File: src/rtl/serial_tx9_pkg.sv
package serial_tx9_pkg;
    typedef enum logic [2:0] {
        ST_IDLE  = 3'd0,
        ST_START = 3'd1,
        ST_DATA  = 3'd2,
        ST_EXTRA = 3'd3,
        ST_STOP  = 3'd4
    } tx_state_t;
endpackage

File: src/rtl/tx9_hold_buffer.sv
module tx9_hold_buffer #(
    parameter int DW = 8
) (
    input  logic          clk,
    input  logic          rst_n,
    input  logic          data_wr,
    input  logic [DW-1:0] data_in,
    input  logic          bit9_wr,
    input  logic          bit9_in,
    input  logic          take,
    output logic [DW-1:0] hold_data,
    output logic          hold_bit9,
    output logic          hold_full
);
    // Sticky ninth bit: only a write changes it.
    always_ff @(posedge clk or negedge rst_n) begin
        if (!rst_n) begin
            hold_bit9 <= 1'b0;
        end else if (bit9_wr) begin
            hold_bit9 <= bit9_in;
        end
    end

    // A write in the take cycle refills the entry; the old byte leaves.
    always_ff @(posedge clk or negedge rst_n) begin
        if (!rst_n) begin
            hold_data <= '0;
            hold_full <= 1'b0;
        end else begin
            if (data_wr) begin
                hold_data <= data_in;
                hold_full <= 1'b1;
            end else if (take) begin
                hold_full <= 1'b0;
            end
        end
    end
endmodule

File: src/rtl/tx9_parity_gen.sv
module tx9_parity_gen #(
    parameter int DW = 8
) (
    input  logic [DW-1:0] data,
    input  logic          odd,
    output logic          par
);
    logic [DW:0] chain;
    assign chain[0] = odd;
    for (genvar i = 0; i < DW; i++) begin : g_xor
        assign chain[i+1] = chain[i] ^ data[i];
    end
    assign par = chain[DW];
endmodule

File: src/rtl/tx9_frame_fsm.sv
module tx9_frame_fsm
    import serial_tx9_pkg::*;
#(
    parameter int DW = 8
) (
    input  logic          clk,
    input  logic          rst_n,
    input  logic          baud_tick,
    input  logic          tx_en,
    input  logic          hold_full,
    input  logic [DW-1:0] hold_data,
    input  logic          slot_en,
    input  logic          slot_bit,
    output logic          take,
    output logic          txd,
    output logic          tx_done
);
    localparam int CW = (DW > 1) ? $clog2(DW) : 1;
    localparam logic [CW-1:0] LAST = CW'(DW - 1);

    tx_state_t     state, state_nx;
    logic [DW-1:0] shreg, shreg_nx;
    logic [CW-1:0] cnt, cnt_nx;
    logic          extra_q, extra_nx;
    logic          slot_q, slot_nx;
    logic          done_q, done_nx;

    assign take = (state == ST_IDLE) && tx_en && hold_full;

    always_comb begin
        state_nx = state;
        shreg_nx = shreg;
        cnt_nx   = cnt;
        extra_q_nx_default();
        done_nx  = done_q;
        unique case (state)
            ST_IDLE: begin
                if (take) begin
                    state_nx = ST_START;
                    shreg_nx = hold_data;
                    extra_nx = slot_bit;
                    slot_nx  = slot_en;
                    done_nx  = 1'b0;
                end
            end
            ST_START: begin
                if (baud_tick) begin
                    state_nx = ST_DATA;
                    cnt_nx   = '0;
                end
            end
            ST_DATA: begin
                if (baud_tick) begin
                    shreg_nx = shreg >> 1;
                    if (cnt == LAST) begin
                        state_nx = slot_q ? ST_EXTRA : ST_STOP;
                    end else begin
                        cnt_nx = cnt + 1'b1;
                    end
                end
            end
            ST_EXTRA: begin
                if (baud_tick) begin
                    state_nx = ST_STOP;
                end
            end
            ST_STOP: begin
                if (baud_tick) begin
                    state_nx = ST_IDLE;
                    if (!hold_full) begin
                        done_nx = 1'b1;
                    end
                end
            end
            default: state_nx = ST_IDLE;
        endcase
    end

    function automatic void extra_q_nx_default();
        extra_nx = extra_q;
        slot_nx  = slot_q;
    endfunction

    always_ff @(posedge clk or negedge rst_n) begin
        if (!rst_n) begin
            state   <= ST_IDLE;
            shreg   <= '0;
            cnt     <= '0;
            extra_q <= 1'b0;
            slot_q  <= 1'b0;
            done_q  <= 1'b1;
        end else begin
            state   <= state_nx;
            shreg   <= shreg_nx;
            cnt     <= cnt_nx;
            extra_q <= extra_nx;
            slot_q  <= slot_nx;
            done_q  <= done_nx;
        end
    end

    always_comb begin
        unique case (state)
            ST_START: txd = 1'b0;
            ST_DATA:  txd = shreg[0];
            ST_EXTRA: txd = extra_q;
            default:  txd = 1'b1;
        endcase
    end

    assign tx_done = done_q;
endmodule

File: src/rtl/serial_tx9.sv
module serial_tx9 #(
    parameter int DW = 8
) (
    input  logic          clk,
    input  logic          rst_n,
    input  logic          baud_tick,
    input  logic          tx_en,
    input  logic          nine_bit_mode,
    input  logic          parity_en,
    input  logic          parity_odd,
    input  logic          data_wr,
    input  logic [DW-1:0] data_in,
    input  logic          bit9_wr,
    input  logic          bit9_in,
    output logic          txd,
    output logic          buf_empty,
    output logic          tx_done
);
    logic [DW-1:0] hold_data;
    logic          hold_bit9;
    logic          hold_full;
    logic          take;
    logic          par;
    logic          slot_en;
    logic          slot_bit;

    tx9_hold_buffer #(.DW(DW)) u_buf (
        .clk       (clk),
        .rst_n     (rst_n),
        .data_wr   (data_wr),
        .data_in   (data_in),
        .bit9_wr   (bit9_wr),
        .bit9_in   (bit9_in),
        .take      (take),
        .hold_data (hold_data),
        .hold_bit9 (hold_bit9),
        .hold_full (hold_full)
    );

    tx9_parity_gen #(.DW(DW)) u_par (
        .data (hold_data),
        .odd  (parity_odd),
        .par  (par)
    );

    // Parity, when on, takes the extra slot and overrides the sticky bit.
    assign slot_en  = nine_bit_mode | parity_en;
    assign slot_bit = parity_en ? par : hold_bit9;

    tx9_frame_fsm #(.DW(DW)) u_fsm (
        .clk       (clk),
        .rst_n     (rst_n),
        .baud_tick (baud_tick),
        .tx_en     (tx_en),
        .hold_full (hold_full),
        .hold_data (hold_data),
        .slot_en   (slot_en),
        .slot_bit  (slot_bit),
        .take      (take),
        .txd       (txd),
        .tx_done   (tx_done)
    );

    assign buf_empty = ~hold_full;
endmodule

File: config.mk
export PLATFORM = sky130hd
export DESIGN_NAME = serial_tx9
export DESIGN_NICKNAME = d
export VERILOG_FILES = /design/src/rtl/serial_tx9_pkg.sv /design/src/rtl/tx9_hold_buffer.sv /design/src/rtl/tx9_parity_gen.sv /design/src/rtl/tx9_frame_fsm.sv /design/src/rtl/serial_tx9.sv
export SDC_FILE = /design/constraint.sdc
export NUM_CORES = 1
export LEC_CHECK = 0
export ABC_AREA = 1
export ABC_CLOCK_PERIOD_IN_PS = 1200
export BUFFER_PORTS_ARGS = -buffer_cell sky130_fd_sc_hd__clkbuf_2
export CORE_MARGIN = 2
export CORE_UTILIZATION = 50
export DETAILED_ROUTE_END_ITERATION = 16
export PLACE_DENSITY = 0.75
export RECOVER_POWER = 50
export SETUP_SLACK_MARGIN = 0.02
export SYNTH_ARGS = -nofsm -noshare
export SYNTH_HDL_FRONTEND = slang
export SYNTH_SLANG_ARGS = --single-unit
File: constraint.sdc
create_clock -name clk -period 1.2 [get_ports clk]
set_input_delay 0 -clock clk [delete_from_list [all_inputs] [get_ports clk]]
set_output_delay 0 -clock clk [all_outputs]
set_load 0.01 [all_outputs]
==> Word-level counts from Yosys, hierarchy flattened <==
Index checks and enable logic that the tools add are counted.
{ "word_totals": {"reg_bits": 27, "latchBits": 0, "mem_bits_rw": 0, "mem_bits_ro": 0, "inputBits": 18, "mem_count": 0} }
{ "classes": {"addsub": 1, "n_mul": 0, "div_mod_pow": 0, "magnitude_cmp": 0, "eq_ne": 13, "n_shift": 0, "mux": 21, "bitwise_logic": 10, "n_reduce_logical": 12} }
{ "op_table": {"columns": ["cell", "n"], "rows": [
  ["$mux W3", 9],
  ["$mux W8", 2],
  ["$pmux W8 S2", 1],
  ["$pmux W3 S5", 1],
  ["$ne A2 B2 Y1 const B", 7],
  ["$reduce_and A4 Y1", 2],
  ["$reduce_bool A2 Y1", 4],
  ["$xor A1 B1 Y1", 8],
  ["$eq A3 B2 Y1 const B", 2],
  ["$eq A3 B3 Y1 const B", 2],
  ["$pmux W3 S2", 1],
  ["$reduce_and A6 Y1", 1],
  ["$mux W1", 5],
  ["$add A3 B1 Y3 const B", 1],
  ["$eq A3 B1 Y1 const B", 1],
  ["$logic_not A3 Y1", 1],
  ["$pmux W1 S3", 1],
  ["$reduce_and A3 Y1", 1],
  ["$logic_and A1 B1 Y1", 2],
  ["$ne A2 B1 Y1 const B", 1],
  ["$pmux W1 S2", 1],
  ["$reduce_and A2 Y1", 1],
  ["$not A1 Y1", 1],
  ["$or A1 B1 Y1", 1]
]} }

==> Depth between registers and ports, before layout <==
{ "logic_depth": {"word_depth": 9, "mapped_depth": 12, "depth_no_buf": 12} }

==> Hierarchy <==
From an unflattened synthesis, not the netlist that was laid out.
{ "unflattened": {"cells_unflattened": 217, "hier_area_um2": 1544.0} }
{ "by_module_without_submodules": {"columns": ["mod", "instances", "cells_per_inst", "area_per_inst_um2"], "rows": [
  ["tx9_frame_fsm", 1, 130, 965.9],
  ["tx9_hold_buffer", 1, 43, 381.6],
  ["tx9_parity_gen", 1, 38, 171.4],
  ["serial_tx9", 1, 6, 25.0]
]} }

==> Worst setup path after synthesis <==
No wires, ideal clock.
{ "synth_path": {"kind": "register -> register", "from": "register u_fsm.cnt[0]", "to": "register u_fsm.cnt[0]", "arrival_time_ns": 1.212, "required_ns": 1.081, "setup_slack_ns": -0.131, "stages_incl_launch_ff": 7, "path_cell_list": "dfrtp_1 -> ha_1 -> ha_1 -> o22ai_2 -> and2_4 -> o21ai_0 -> o21a_1"} }
{ "synth_between": {"elab_chain_cells": 4, "word_cells_on_any_way": 7, "cone_classes": "add/sub (1); eq/ne (2); mux (3); reduce/logical (1)"} }
{ "synth_lines": {"columns": ["item", "line_no", "source"], "rows": [
  ["from (decl)", "tx9_frame_fsm.sv:23", "logic [CW-1:0] cnt, cnt_nx;"],
  ["from (signal assigned)", "tx9_frame_fsm.sv:95", "cnt <= cnt_nx;"],
  ["$add A3 B1 Y3", "tx9_frame_fsm.sv:58", "cnt_nx = cnt + 1'b1;"],
  ["$mux W3", "tx9_frame_fsm.sv:55", "if (cnt == LAST) begin"],
  ["$mux W3", "tx9_frame_fsm.sv:53", "if (baud_tick) begin"],
  ["$pmux W3 S2", "tx9_frame_fsm.sv:36", "unique case (state)"]
]} }
Parallel ways exist; a longest one is shown, timed or not. The select of a mux whose other input is x is not followed.
A chain may end at the register's enable or synchronous reset.

==> Worst setup path in the final report <==
{ "layout_path": {"from": "register u_fsm.state[1]", "to": "output txd"} }
{ "layout_between": {"elab_chain_cells": 2, "word_cells_on_any_way": 4, "cone_classes": "eq/ne (3); mux (1)"} }
{ "layout_lines": {"columns": ["item", "line_no", "source"], "rows": [
  ["from (decl)", "tx9_frame_fsm.sv:21", "tx_state_t state, state_nx;"],
  ["from (signal assigned)", "tx9_frame_fsm.sv:93", "state <= state_nx;"],
  ["$eq A3 B2 Y1 / $eq A3 B1 Y1 (equally long branches)", "tx9_frame_fsm.sv:103", "unique case (state)"],
  ["$pmux W1 S3 (*)", "tx9_frame_fsm.sv:103", null],
  ["to (decl)", "serial_tx9.sv:15", "output logic txd,"]
]} }
Every way passes the cells marked *; elsewhere a longest branch is shown, timed or not.

==> flow_metrics.tcl <==
set metrics [dict create \
    peakVddDrop_mv 2.13 \
    fin_worst_skew_ns 0.0149 \
    cap_viol_max_count 0 \
    finalWirelength_um 3970 \
    cp.required_ns 1.20 \
    initial_utilization_pct 51.6 \
    finalInstanceArea_um2 2230 \
    syn_to_final_growth_pct 59.1 \
    p_total_w 0.00502 \
    synth_nets 192 \
    violations "setup timing" \
    syn-instance-count 172 \
    dpl_cell_area_um2 1640 \
    crit_start "u_fsm.state[1]$_DFFE_PN0P_" \
    rows 19 \
    setup_violations 18 \
    synth_edf_count 0 \
    drive_gt1_share_pct 42.7 \
    grt_pass1_vias 1379 \
    holdCritStartpoint "parity_odd" \
    post_drt_wl_per_cell_um 14.3 \
    h-tree-depth 1 \
    grtUsageTotal_pct 24.1 \
    ys_types 28 \
    drc 0 \
    ys.flop_type "dfrtp_1" \
    reg2reg_depth 9 \
    worstMarginPinSlew_ns 0.673 \
    dp_hpwl_um 2040 \
    tritoncts "done" \
    antennaDiodeCount 0 \
    critical_path_class "reg -> out" \
    synth_largest_area_cell "dfrtp_1" \
    clk-insertion-delay-late_ns 0.35 \
    ys_async_sr_fraction_pct 100 \
    final_net_count 267 \
    power.density_nw_per_um2 2260 \
    io_pins 21 \
    die-area_um2 3240 \
    fin_crit_ns 1.49 \
    final-max-slew-violation-count 0 \
    grt_max_degree 28 \
    path_cells "buf_6 -> nor2_4 -> nor2_4 -> buf_6 -> o211ai_1 -> buf_2" \
    r2r_slack_ns -0.22 \
    drt_pass1_iterations 4 \
    p_leak_nw 1.10 \
    core_area_um2 2710 \
    finalHoldViolations 0 \
    drtAntennaViolNets 0 \
    reg2reg_from "u_fsm.state[0]$_DFFE_PN0P_" \
    max_freq_mhz 672 \
    grt_setup_unrepaired "yes" \
    num_vias 1427 \
    crit_arrival_ns 1.49 \
    utilization_pct 82.1 \
    yosys.area.top_type_share_pct 46.5 \
    gp_congestion 0.820 \
    cp-start-kind "register" \
    r2r_end "u_fsm.state[2]$_DFFE_PN0P_" \
    hold_class "in -> reg" \
    mappedNetlistArea_um2 1400 \
    antenna_found_initial 0 \
    period_share_pct 124 \
    ys_ff_latch 27 \
    max_slew_margin_pct 55.1 \
    die_x_um 56.9 \
    cpLargestDelayFamily "flip-flops" \
    die_h_um 56.9 \
    cts-root-buf "clkbuf_4" \
    first_iter_violations 56 \
    dp_worst_setup_slack_ns -0.195 \
    cpMaxStageDelayCell "dfrtp_1" \
    synth-warning-count 0 \
    whs_endpoint "u_fsm.extra_q$_DFFE_PN0P_" \
    cpPeakStageDelay_ns 0.46 \
    outcome "finished, violations left" \
    cts_buffers 3 \
    overflow 0 \
    port_buffers 20 \
    worstPathMaxFanout 3 \
    synth_area_leaders "dfrtp_1, nand2_1, inv_1" \
    yosysSeqAreaShare_pct 48.4 \
    fin_ws_ns -0.288 \
    path_buf_inv 3 \
    min_delay_path_depth 6 \
    viasPerCell 5.15 \
    clk_pin_slew_ns 0.17 \
    clock_sinks 27 \
    grt_pass1_wl_um 5920 \
    cts_buffer_depth 2 \
    avgSynthCellArea_um2 8.13 \
    end_kind "output port" \
]
-- metal layers --
| layer | global-route usage [%] | wire length (um) |
|---|---|---|
| met2 | 44.7 | 2260 |
| met4 | 9.97 | 66 |
| met5 | 0 | 0 |
| met1 | 27.9 | 1550 |
| met3 | 2.30 | 95 |
-- power by group --
| part | internal [W] | switching [W] | total, W |
|---|---|---|---|
| Sequential | 0.00122 | 0.000166 | 0.00138 |
| Clock | 0.000136 | 0.000306 | 0.000442 |
| Combinational | 0.00158 | 0.00161 | 0.00319 |
| Total | 0.00293 | 0.00209 | 0.00502 |
-- cell families after synthesis --
family	synth area share, %
fa+ha+maj	1.79
simple gates	22.3
flops	48.4
compound gates	16.5
buf+inv	9.66
mux	0.805
xor+xnor	0.626
-- sequential cells by signal, indices dropped and copies added (netlist names) --
| signal | count |
|---|---|
| u_buf.hold_bit9 | 1 |
| u_fsm.shreg | 8 |
| u_fsm.slot_q | 1 |
| u_fsm.tx_done | 1 |
| u_buf.hold_full | 1 |
| u_fsm.state | 3 |
| u_fsm.cnt | 3 |
| u_fsm.extra_q | 1 |
| u_buf.hold_data | 8 |
-- through the flow --
step / instances / hold WS [ns] / setup TNS [ns]
after global placement: 236 / 0.0127 / -2.22
after detailed placement: 236 / 0.0158 / -2.62
after floorplan: 172 / -0.296 / -1.08
after global routing: 277 / 0.128 / -3.82
after CTS: 269 / 0.0991 / -2.96
final: 277 / 0.115 / -2.61
-- worst max path at each step --
stage          depth (start not counted)                         end  slack, ns
6_report                               6                         txd      -0.29
5_1_grt                                6                         txd      -0.36
4_1_cts                                6                         txd      -0.23
3_5_place_dp                           9  u_fsm.state[2]$_DFFE_PN0P_      -0.20
3_3_place_gp                           9  u_fsm.state[2]$_DFFE_PN0P_      -0.19
2_1_floorplan                          8    u_fsm.cnt[0]$_DFFE_PN0P_      -0.12
-- timing repair --
action	in CTS	in global routing
endpoints found under the hold margin	39	0
hold buffers	19	0
gates resized for setup	38	30
gates cloned	1	0
pin swaps	12	25
endpoints found under the setup margin	19	23
setup buffers	9	10
-- final cells by class --
class / instances / area, um^2
inverter: 30 / 123
tap: 31 / 38.8
sequential: 27 / 677
fill: 168 / 484
clock buffer: 3 / 22.5
timing repair buffer: 73 / 609
clock inverter: 1 / 8.76
multi-input combinational: 112 / 747
-- Yosys cell counts, types with 2 or more instances --
cell type and number:
nor2_1 12, nand2_1 43, o21ai_0 21, nand2_2 2, nand3_1 8, inv_1 28
nor2_4 2, o211ai_1 9, dfrtp_1 26, o21ai_1 2, ha_1 2
-- tightest hold or removal path, cell delays in order --
cell,delay (ns)
clkbuf_2,0.09
xnor2_1,0.09
nand3_2,0.08
nand3_2,0.06
nand2_1,0.06
nand2_1,0.04
-- layout by cell type (no fill, tap or decap), drive strengths merged --
cell	synthesis	final
o211ai	9	9
nand2	45	45
ha	2	2
mux2	1	1
nor2	15	15
buf	2	35
o21ai	24	24
a21oi	1	1
dfrtp	26	26
and2	1	1
o21a	1	1
nand3	9	9
dfstp	1	1
o22ai	1	1
inv	30	31
dlygate4sd3	0	19
clkbuf	1	22
xnor2	1	1
nor3	1	1
a31oi	1	1
Note: power is estimated with default switching activity, not from simulation.
